### config.mk
export PLATFORM = sky130hd
export DESIGN_NAME = dag_addr_gen
export DESIGN_NICKNAME = d
export VERILOG_FILES = /design/src/rtl/dag_pkg.sv /design/src/rtl/dag_ptr_mux.sv /design/src/rtl/dag_adjust.sv /design/src/rtl/dag_out_reg.sv /design/src/rtl/dag_addr_gen.sv
export SDC_FILE = /design/constraint.sdc
export NUM_CORES = 1
export LEC_CHECK = 0
export ABC_AREA = 0
export BUFFER_PORTS_ARGS = -buffer_cell sky130_fd_sc_hd__buf_2
export CORE_MARGIN = 2
export CORE_UTILIZATION = 54
export CTS_CLUSTER_DIAMETER = 200
export DETAILED_ROUTE_END_ITERATION = 10
export PLACE_DENSITY = 0.95
export SLEW_MARGIN = 40
export SYNTH_ARGS = -nofsm -noshare
export SYNTH_HDL_FRONTEND = slang
export SYNTH_SLANG_ARGS = --single-unit
### constraint.sdc
create_clock -name clk -period 5 [get_ports clk]
set_input_delay 0.5 -clock clk [delete_from_list [all_inputs] [get_ports clk]]
set_output_delay 0.5 -clock clk [all_outputs]
set_load 0.03 [all_outputs]
### src/rtl/dag_pkg.sv
package dag_pkg;

   typedef enum logic [2:0] {
      AM_DIRECT  = 3'd0,
      AM_IND     = 3'd1,
      AM_DISP    = 3'd2,
      AM_PREDEC  = 3'd3,
      AM_POSTINC = 3'd4
   } amode_e;

   localparam int unsigned MODE_W = 3;

endpackage

### src/rtl/dag_ptr_mux.sv
module dag_ptr_mux #(
   parameter int unsigned REG_W   = 8,
   parameter int unsigned NUM_PTR = 3,
   parameter int unsigned SEL_W   = 2,
   localparam int unsigned PTR_W  = 2 * REG_W,
   localparam int unsigned BANK_W = 2 * NUM_PTR * REG_W
) (
   input  logic [BANK_W-1:0] bank,
   input  logic [SEL_W-1:0]  sel,
   output logic [PTR_W-1:0]  ptr,
   output logic              sel_ok
);

   logic [PTR_W-1:0] ptr_vec [NUM_PTR];

   for (genvar p = 0; p < NUM_PTR; p++) begin : g_ptr
      assign ptr_vec[p] = {bank[(2*p+1)*REG_W +: REG_W], bank[(2*p)*REG_W +: REG_W]};
   end

   always_comb begin
      ptr    = '0;
      sel_ok = 1'b0;
      for (int unsigned i = 0; i < NUM_PTR; i++) begin
         if (sel == SEL_W'(i)) begin
            ptr    = ptr_vec[i];
            sel_ok = 1'b1;
         end
      end
   end

endmodule

### src/rtl/dag_adjust.sv
module dag_adjust
   import dag_pkg::*;
#(
   parameter int unsigned ADDR_W    = 16,
   parameter int unsigned DISP_W    = 6,
   parameter int unsigned NUM_PTR   = 3,
   parameter int unsigned SEL_W     = 2,
   parameter logic [NUM_PTR-1:0] DISP_MASK = 3'b110
) (
   input  logic [MODE_W-1:0] mode,
   input  logic [SEL_W-1:0]  sel,
   input  logic              sel_ok,
   input  logic [ADDR_W-1:0] ptr,
   input  logic [ADDR_W-1:0] direct_addr,
   input  logic [DISP_W-1:0] disp,
   output logic [ADDR_W-1:0] ea,
   output logic [ADDR_W-1:0] new_ptr,
   output logic              wb,
   output logic              bad
);

   logic [ADDR_W-1:0] ptr_dec, ptr_inc, ptr_off;
   logic              disp_ok;

   assign ptr_dec = ptr - ADDR_W'(1);
   assign ptr_inc = ptr + ADDR_W'(1);
   assign ptr_off = ptr + {{(ADDR_W-DISP_W){1'b0}}, disp};

   // Displacement permission: hard-wired per pointer through the mask
   if (DISP_MASK == '1) begin : g_disp_all
      assign disp_ok = sel_ok;
   end else begin : g_disp_mask
      always_comb begin
         disp_ok = 1'b0;
         for (int unsigned i = 0; i < NUM_PTR; i++)
            if (sel == SEL_W'(i) && DISP_MASK[i]) disp_ok = 1'b1;
      end
   end

   always_comb begin
      ea      = '0;
      new_ptr = '0;
      wb      = 1'b0;
      bad     = 1'b0;
      unique case (mode)
         AM_DIRECT: ea = direct_addr;
         AM_IND: begin
            if (sel_ok) ea = ptr;
            else        bad = 1'b1;
         end
         AM_DISP: begin
            if (disp_ok) ea = ptr_off;
            else         bad = 1'b1;
         end
         AM_PREDEC: begin
            if (sel_ok) begin
               ea      = ptr_dec;
               new_ptr = ptr_dec;
               wb      = 1'b1;
            end else bad = 1'b1;
         end
         AM_POSTINC: begin
            if (sel_ok) begin
               ea      = ptr;
               new_ptr = ptr_inc;
               wb      = 1'b1;
            end else bad = 1'b1;
         end
         default: bad = 1'b1;
      endcase
   end

endmodule

### src/rtl/dag_out_reg.sv
module dag_out_reg #(
   parameter int unsigned ADDR_W = 16,
   parameter int unsigned SEL_W  = 2
) (
   input  logic              clk,
   input  logic              rst_n,
   input  logic              in_valid,
   input  logic [ADDR_W-1:0] in_ea,
   input  logic [ADDR_W-1:0] in_ptr,
   input  logic              in_wb,
   input  logic              in_bad,
   input  logic [SEL_W-1:0]  in_sel,
   output logic              q_valid,
   output logic [ADDR_W-1:0] q_ea,
   output logic [ADDR_W-1:0] q_ptr,
   output logic              q_wb,
   output logic              q_bad,
   output logic [SEL_W-1:0]  q_sel
);

   always_ff @(posedge clk) begin
      if (!rst_n) begin
         q_valid <= 1'b0;
         q_wb    <= 1'b0;
         q_bad   <= 1'b0;
         q_ea    <= '0;
         q_ptr   <= '0;
         q_sel   <= '0;
      end else begin
         q_valid <= in_valid;
         q_wb    <= in_valid & in_wb;
         q_bad   <= in_valid & in_bad;
         q_ea    <= in_ea;
         q_ptr   <= in_ptr;
         q_sel   <= in_sel;
      end
   end

endmodule

### src/rtl/dag_addr_gen.sv
module dag_addr_gen
   import dag_pkg::*;
#(
   parameter int unsigned REG_W   = 8,
   parameter int unsigned NUM_PTR = 3,
   parameter int unsigned SEL_W   = 2,
   parameter int unsigned DISP_W  = 6,
   parameter logic [NUM_PTR-1:0] DISP_MASK = 3'b110,
   localparam int unsigned ADDR_W = 2 * REG_W,
   localparam int unsigned BANK_W = 2 * NUM_PTR * REG_W
) (
   input  logic              clk,
   input  logic              rst_n,
   input  logic              req_valid,
   input  logic [2:0]        mode,
   input  logic [SEL_W-1:0]  ptr_sel,
   input  logic [ADDR_W-1:0] direct_addr,
   input  logic [DISP_W-1:0] disp,
   input  logic [BANK_W-1:0] upper_regs,
   output logic              res_valid,
   output logic [ADDR_W-1:0] eff_addr,
   output logic              wb_en,
   output logic [SEL_W-1:0]  wb_sel,
   output logic [ADDR_W-1:0] wb_ptr,
   output logic              illegal
);

   initial begin
      if (NUM_PTR > (1 << SEL_W))
         $error("dag_addr_gen: SEL_W too narrow for NUM_PTR");
      if (DISP_W >= ADDR_W)
         $error("dag_addr_gen: DISP_W must be below address width");
      if (MODE_W != 3)
         $error("dag_addr_gen: mode width mismatch");
   end

   logic [ADDR_W-1:0] cur_ptr, ea_c, new_c;
   logic              sel_ok, wb_c, bad_c;

   dag_ptr_mux #(.REG_W(REG_W), .NUM_PTR(NUM_PTR), .SEL_W(SEL_W)) u_mux (
      .bank(upper_regs), .sel(ptr_sel), .ptr(cur_ptr), .sel_ok(sel_ok)
   );

   dag_adjust #(.ADDR_W(ADDR_W), .DISP_W(DISP_W), .NUM_PTR(NUM_PTR),
                .SEL_W(SEL_W), .DISP_MASK(DISP_MASK)) u_adj (
      .mode(mode), .sel(ptr_sel), .sel_ok(sel_ok), .ptr(cur_ptr),
      .direct_addr(direct_addr), .disp(disp),
      .ea(ea_c), .new_ptr(new_c), .wb(wb_c), .bad(bad_c)
   );

   dag_out_reg #(.ADDR_W(ADDR_W), .SEL_W(SEL_W)) u_reg (
      .clk(clk), .rst_n(rst_n), .in_valid(req_valid),
      .in_ea(ea_c), .in_ptr(new_c), .in_wb(wb_c), .in_bad(bad_c), .in_sel(ptr_sel),
      .q_valid(res_valid), .q_ea(eff_addr), .q_ptr(wb_ptr), .q_wb(wb_en),
      .q_bad(illegal), .q_sel(wb_sel)
   );

endmodule

==> impl_metrics.ini, run 1 <==
[run_status]
status = finished clean

[sta]
layout_min_cycle_time_ns = 3.503
rsz0062_at_grt = no
holdWs_ns = 0.4364
final.setup.tns_ns = 0
worstMarginPinSlew_ns = 0.7863
hold_viol = 0
setup_violations = 0
slew_headroom_pct = 47.44
slew_viol_final = 0
fin_crit_sh_pct = 70.06
setup_slack_ns = 1.497
fmax_mhz = 285.5

[grt]
grt_usage_pct = 31.94
antenna_found_initial = 0
grt_overflow = 0
grt_pass1_wl_um = 16150
grt_pass1_vias = 3273
grt_max_degree = 33

[floorplan]
num_io_pins = 115
die_x_um = 80.17
dieArea_um2 = 6427
die_y_um = 80.17
coreArea_um2 = 5540
initial_core_util_pct = 56.55
rows = 27

[synth]
synth.area.top_cells = dfxtp_1 (24%), a21oi_1 (7.5%), xnor2_1 (6.2%), ha_1 (4.8%), nand2_1 (4.3%)
synthAdderAreaFrac_pct = 4.792
synth-xor-area-share_pct = 7.548
muxShareOfSynthArea_pct = 0.6390
synth_fp_nets = 506
yosysTopAreaCellShare_pct = 23.64
syn_area_per_cell_um2 = 7.531
synth_most_common_cell = a21oi_1
synth_commonest_cells = a21oi_1 (47), dfxtp_1 (37), nand2_1 (36)
synth-simple-area-share_pct = 27.68
syn_area_um2 = 3133
synth-edff-count = 0
synth_warnings = 0
synth_cells = 416
synth_compound_area_share_pct = 29.39
yosys_register_bits = 37
synth_cell_types = 58
synthArstFlopShare_pct = 0
synth_top_family_by_area = compound AO/OA/AOI/OAI gates
ys.flop_type = dfxtp_1
synth_seq_area_share_pct = 23.64
synth_top_cell_by_area = dfxtp_1

[routing]
wl_um = 10360
routedWlPerCell_um = 17.59
drc = 0
vias = 3714
drt_iter0_markers = 572
drtAntennaViolNets = 0
routed_via_density = 6.306
dr.pass1.iters = 7

[clock_tree]
post-cts-setup-buffers = 0
clock_path_buffers = 2
cts_hold_repair.buffers = 0
cts_made_buffers = 5
clk_pin_slew_worst_paths_ns = 0.09
cts_root_buf = clkbuf_8
clkSinkCount = 37
cts_tree = done
cts-htree-levels = 2
ctsResizeCount = 0

[min_path]
min_from = req_valid
holdCritPathClass = input port to register
holdPathStages = 2
holdPathEnd = u_reg.q_valid

[worst_setup_path]
cp.arrival_ns = 3.73
required_ns = 5.23
crit_path_max_fanout = 23
end_kind = register
criticalPathCategory = input port to register
setup.worst_path.start_class = input port

[place]
dp_slack_ns = 1.094
io_buffers = 114
dp_hpwl_um = 7755
place_area_um2 = 3697
place.gp.congestion = 0.9564

[flow_run]
maxCapViolCount = 0

[power_and_ir_drop]
power.density_nw_per_um2 = 223.1
p_leak_nw = 1.611
irDropWorstVdd_mv = 0.1240

[layout]
num-nets-final = 606
num_antenna_cells = 0
synthToLayoutAreaGrowth_pct = 20.85
drive_gt1_share_pct = 28.43
fin_area_um2 = 3786
## worst max path at each step
stage	start	end	cells after the start
2_1_floorplan	ptr_sel[0]	u_reg.q_ea[15]	17
5_1_grt	ptr_sel[0]	u_reg.q_ea[10]	14
3_5_place_dp	ptr_sel[1]	u_reg.q_ea[15]	14
6_report	ptr_sel[0]	u_reg.q_ea[15]	14
4_1_cts	ptr_sel[1]	u_reg.q_ea[15]	14
3_3_place_gp	ptr_sel[1]	u_reg.q_ea[15]	14
## report_power, final
group	leakage, nW	switching [W]	internal [W]
clock network	0.0439	0.000119	0.0000963
logic	1.27	0.000204	0.000116
registers	0.301	0.00000283	0.000307
## sequential cells by signal (all words and copies together), names as in the netlist
register,cells
u_reg.q_wb,1
u_reg.q_ptr,16
u_reg.q_ea,16
u_reg.q_valid,1
u_reg.q_bad,1
u_reg.q_sel,2
## critical path, cell delays in order
cell and delay (ns):
buf_2 0.12, inv_1 0.10, ha_1 0.60, a21oi_1 0.08, a21o_1 0.25, inv_2 0.20
ha_1 0.23, nor2_1 0.05, a211oi_1 0.33, o21ai_1 0.22, a21oi_1 0.25, or4b_1 0.45
and3_1 0.20, a21oi_2 0.13
## through the flow
stage / cells / utilization [%] / power (W)
after floorplan: 416 / - / 0.0005349
after global placement: 581 / 66.67 / 0.0006224
after detailed placement: 581 / 66.73 / 0.0006270
after CTS: 589 / 68.29 / 0.0008368
after global routing: 589 / 68.34 / 0.0008810
final: 589 / 68.34 / 0.0008446
## area by class of cell
type / count / area (µm²)
clock buffer: 5 / 68.82
fill: 483 / 1754
tap: 72 / 90.09
timing repair buffer: 120 / 615.6
sequential: 37 / 740.7
multi-input combinational: 338 / 2201
clock inverter: 3 / 17.52
inverter: 14 / 52.55
## cells by family (layout without fill, tap and decap cells)
family,after synthesis,in the layout
flops,37,37
fa+ha+maj,12,12
buf+inv,41,142
mux,2,2
xor+xnor,27,27
simple gates,157,157
compound gates,140,140
## cell usage in the layout (no fill, tap or decap), types with 5 or more instances in the layout
master | synthesis | final
a21o_1 | 9 | 9
a21oi_1 | 47 | 46
a21oi_2 | 4 | 5
a221oi_1 | 5 | 5
a22oi_1 | 12 | 12
a31oi_1 | 6 | 6
and2_1 | 5 | 5
and3_1 | 6 | 6
buf_2 | 5 | 114
buf_4 | 4 | 6
clkbuf_8 | 0 | 5
dfxtp_1 | 37 | 37
ha_1 | 12 | 11
inv_1 | 12 | 12
nand2_1 | 36 | 36
nand3_1 | 14 | 14
nand3b_1 | 15 | 15
nand4_1 | 9 | 9
nor2_1 | 23 | 23
nor2b_1 | 12 | 12
nor3_1 | 14 | 14
nor4_1 | 7 | 7
o21ai_0 | 20 | 20
o21ai_1 | 5 | 5
o22ai_1 | 7 | 7
xnor2_1 | 22 | 22
xor2_1 | 5 | 5
## per-layer routing
| metal | track usage (%) | part of all wire, % | wire (µm) |
|---|---|---|---|
| met2 | 50.42 | 46 | 4767 |
| met3 | 4.270 | 11 | 1164 |
| met1 | 44.41 | 41 | 4209 |
| met5 | 0 | 0 | 0 |
| met4 | 11.19 | 2.1 | 218 |
No activity file was read; power rests on OpenSTA's default activity.
==> inputs of run 2 (changes only) <==
--- a/config.mk
+++ b/config.mk
@@ -8,10 +8,10 @@
 export ABC_AREA = 0
 export BUFFER_PORTS_ARGS = -buffer_cell sky130_fd_sc_hd__buf_2
 export CORE_MARGIN = 2
-export CORE_UTILIZATION = 54
+export CORE_UTILIZATION = 46
 export CTS_CLUSTER_DIAMETER = 200
 export DETAILED_ROUTE_END_ITERATION = 10
-export PLACE_DENSITY = 0.95
+export PLACE_DENSITY = 0.9
 export SLEW_MARGIN = 40
 export SYNTH_ARGS = -nofsm -noshare
 export SYNTH_HDL_FRONTEND = slang
==> constraint.sdc (replaced) <==
create_clock -name clk -period 2.9 [get_ports clk]
set_input_delay 0.29 -clock clk [delete_from_list [all_inputs] [get_ports clk]]
set_output_delay 0.29 -clock clk [all_outputs]
set_load 0.03 [all_outputs]
==> run 2 against run 1 <==
  * Worst setup slack worse by 1.2 ns
  * Clock-buffer cell count is 1 higher
  * Die area is 16% higher
  * Clock power is 64% higher
  * Sequential share of layout area is 2.0 points lower
  * Power is 81% higher
  * Non-clock buffer count is 51 higher
  * Via count is 5.3% higher
  * Flip-flop and latch count stayed put
==> impl_metrics.ini, run 2 (synthesis gave the netlist of run 1 again) <==
[worst_setup_path]
worst_path_largest_cell_delay_ns = 0.32
criticalPathCategory = input port to register
cp.arrival_ns = 2.78
critPathSlowestCell = ha_1
cp_cell_sequence = buf_2 -> inv_1 -> ha_1 -> buf_12 -> a21oi_1 -> a21o_1 -> inv_1 -> ha_1 -> a21oi_1 -> o21ai_0 -> a31o_2 -> nand4_1 -> xnor2_1 -> a222oi_1 -> a21oi_1
end_kind = register
critPathMostFrequentCell = a21oi_1
setup.worst_path.start_class = input port
required_ns = 3.05
cp_top_family = compound AO/OA/AOI/OAI gates
crit_buf_inv = 4
crit_path_max_fanout = 21

[place]
place.gp.congestion = 0.9412
dp_cells = 640
io_buffers = 114
dp_hpwl_um = 8537
place_area_um2 = 4134

[grt]
grt_max_degree = 22
grt_pass1_vias = 3458
grt_overflow = 0
grt_usage_pct = 28.19
antenna_found_initial = 0
grt_pass1_wl_um = 16820

[clock_tree]
clkSinkCount = 37
cts_hold_repair.buffers = 0
clk_pin_slew_worst_paths_ns = 0.08
cts_made_buffers = 5
cts_root_buf = clkbuf_8
cts-htree-levels = 2
cts_tree = done
clock_path_buffers = 2

[power_and_ir_drop]
switching_share_pct = 36.77
p_leak_nw = 1.870
p_int_w = 0.0009674
power_switching_w = 0.0005625
seqPwrFrac_pct = 34.9
power_frac_clock_pct = 23.1
power_frac_comb_pct = 42.0
irDropWorstVdd_mv = 0.1508
power.density_nw_per_um2 = 362.6

[floorplan]
die_x_um = 86.53
initial_core_util_pct = 46.89
rows = 30
coreArea_um2 = 6681
num_io_pins = 115
die_y_um = 86.53
dieArea_um2 = 7487

[sta]
slew_headroom_pct = 54.59
hold_viol = 0
setup_violations = 0
fin_crit_sh_pct = 90.45
rsz0062_at_grt = no
layout_min_cycle_time_ns = 2.623
final.setup.tns_ns = 0
fmax_mhz = 381.2
worstMarginPinSlew_ns = 0.6812
slew_viol_final = 0

[layout]
final_core_util_pct = 63.15
top_regs = u_reg.q_ea: 16 flops, u_reg.q_ptr: 16 flops, u_reg.q_sel: 2 flops
num-nets-final = 657
mostFrequentLayoutCell = buf_2
synthToLayoutAreaGrowth_pct = 34.66
fin_area_um2 = 4219
drive_gt1_share_pct = 35.21
stdcell_count = 648
num_antenna_cells = 0
final_cell_mix = buf_2 (114), buf_4 (55), a21oi_1 (46)

[routing]
routed_via_density = 6.034
drtAntennaViolNets = 0
vias = 3910
drc = 0
wl_um = 10760
drt_iter0_markers = 362
routedWlPerCell_um = 16.60
dr.pass1.iters = 5

[flow_run]
maxCapViolCount = 0

[min_path]
holdCritPathClass = input port to register

[run_status]
status = finished clean
## run 2: metrics by stage
step	setup slack (ns)	hold slack (ns)	total power [W]
floorplan	0.001907	0.4395	0.0009300
global placement	0.03284	0.5391	0.001162
detailed placement	-0.1157	0.5483	0.001173
CTS	0.1846	0.2532	0.001518
global route	0.01730	0.2568	0.001604
finish	0.2769	0.2466	0.001530
## run 2: what timing repair did
| action | in CTS | in global routing |
|---|---|---|
| resized for setup | 0 | 1 |
| setup buffers | 0 | 0 |
| endpoints found under the setup margin | 0 | 6 |
## run 2: layer usage
metal	track usage, %	share of wire (%)	wire length, µm	vias to the layer above
met5	0	0	0	-
met1	36.79	42	4469	1780
met2	45.80	46	4987	258
met4	11.93	2.9	308	0
met3	4.857	9.2	993	29
li1	-	-	-	1843
## run 2: layout make-up
cell class	instances	area (µm²)
repair buffers	171	1023
well taps	80	100.1
clock buffers	6	72.57
flip-flops and latches	37	740.7
multi-input cells	338	2220
inverters	14	52.55
clock inverters	2	10.01
fillers	615	2462
## run 2: power by group through the flow
stage               sequential [W]  combinational, W  clock [W]
global route              0.000535          0.000693   0.000376
detailed placement        0.000546          0.000627          0
CTS                       0.000534          0.000630   0.000354
floorplan                 0.000590          0.000340          0
finish                    0.000533          0.000643   0.000353
global placement          0.000545          0.000617          0
## run 2: path summary, 6_finish.rpt
path	start	slack, ns	cells after the start	endpoint
max	ptr_sel[0]	0.28	15	u_reg.q_ea[10]
min	req_valid	0.25	2	u_reg.q_valid
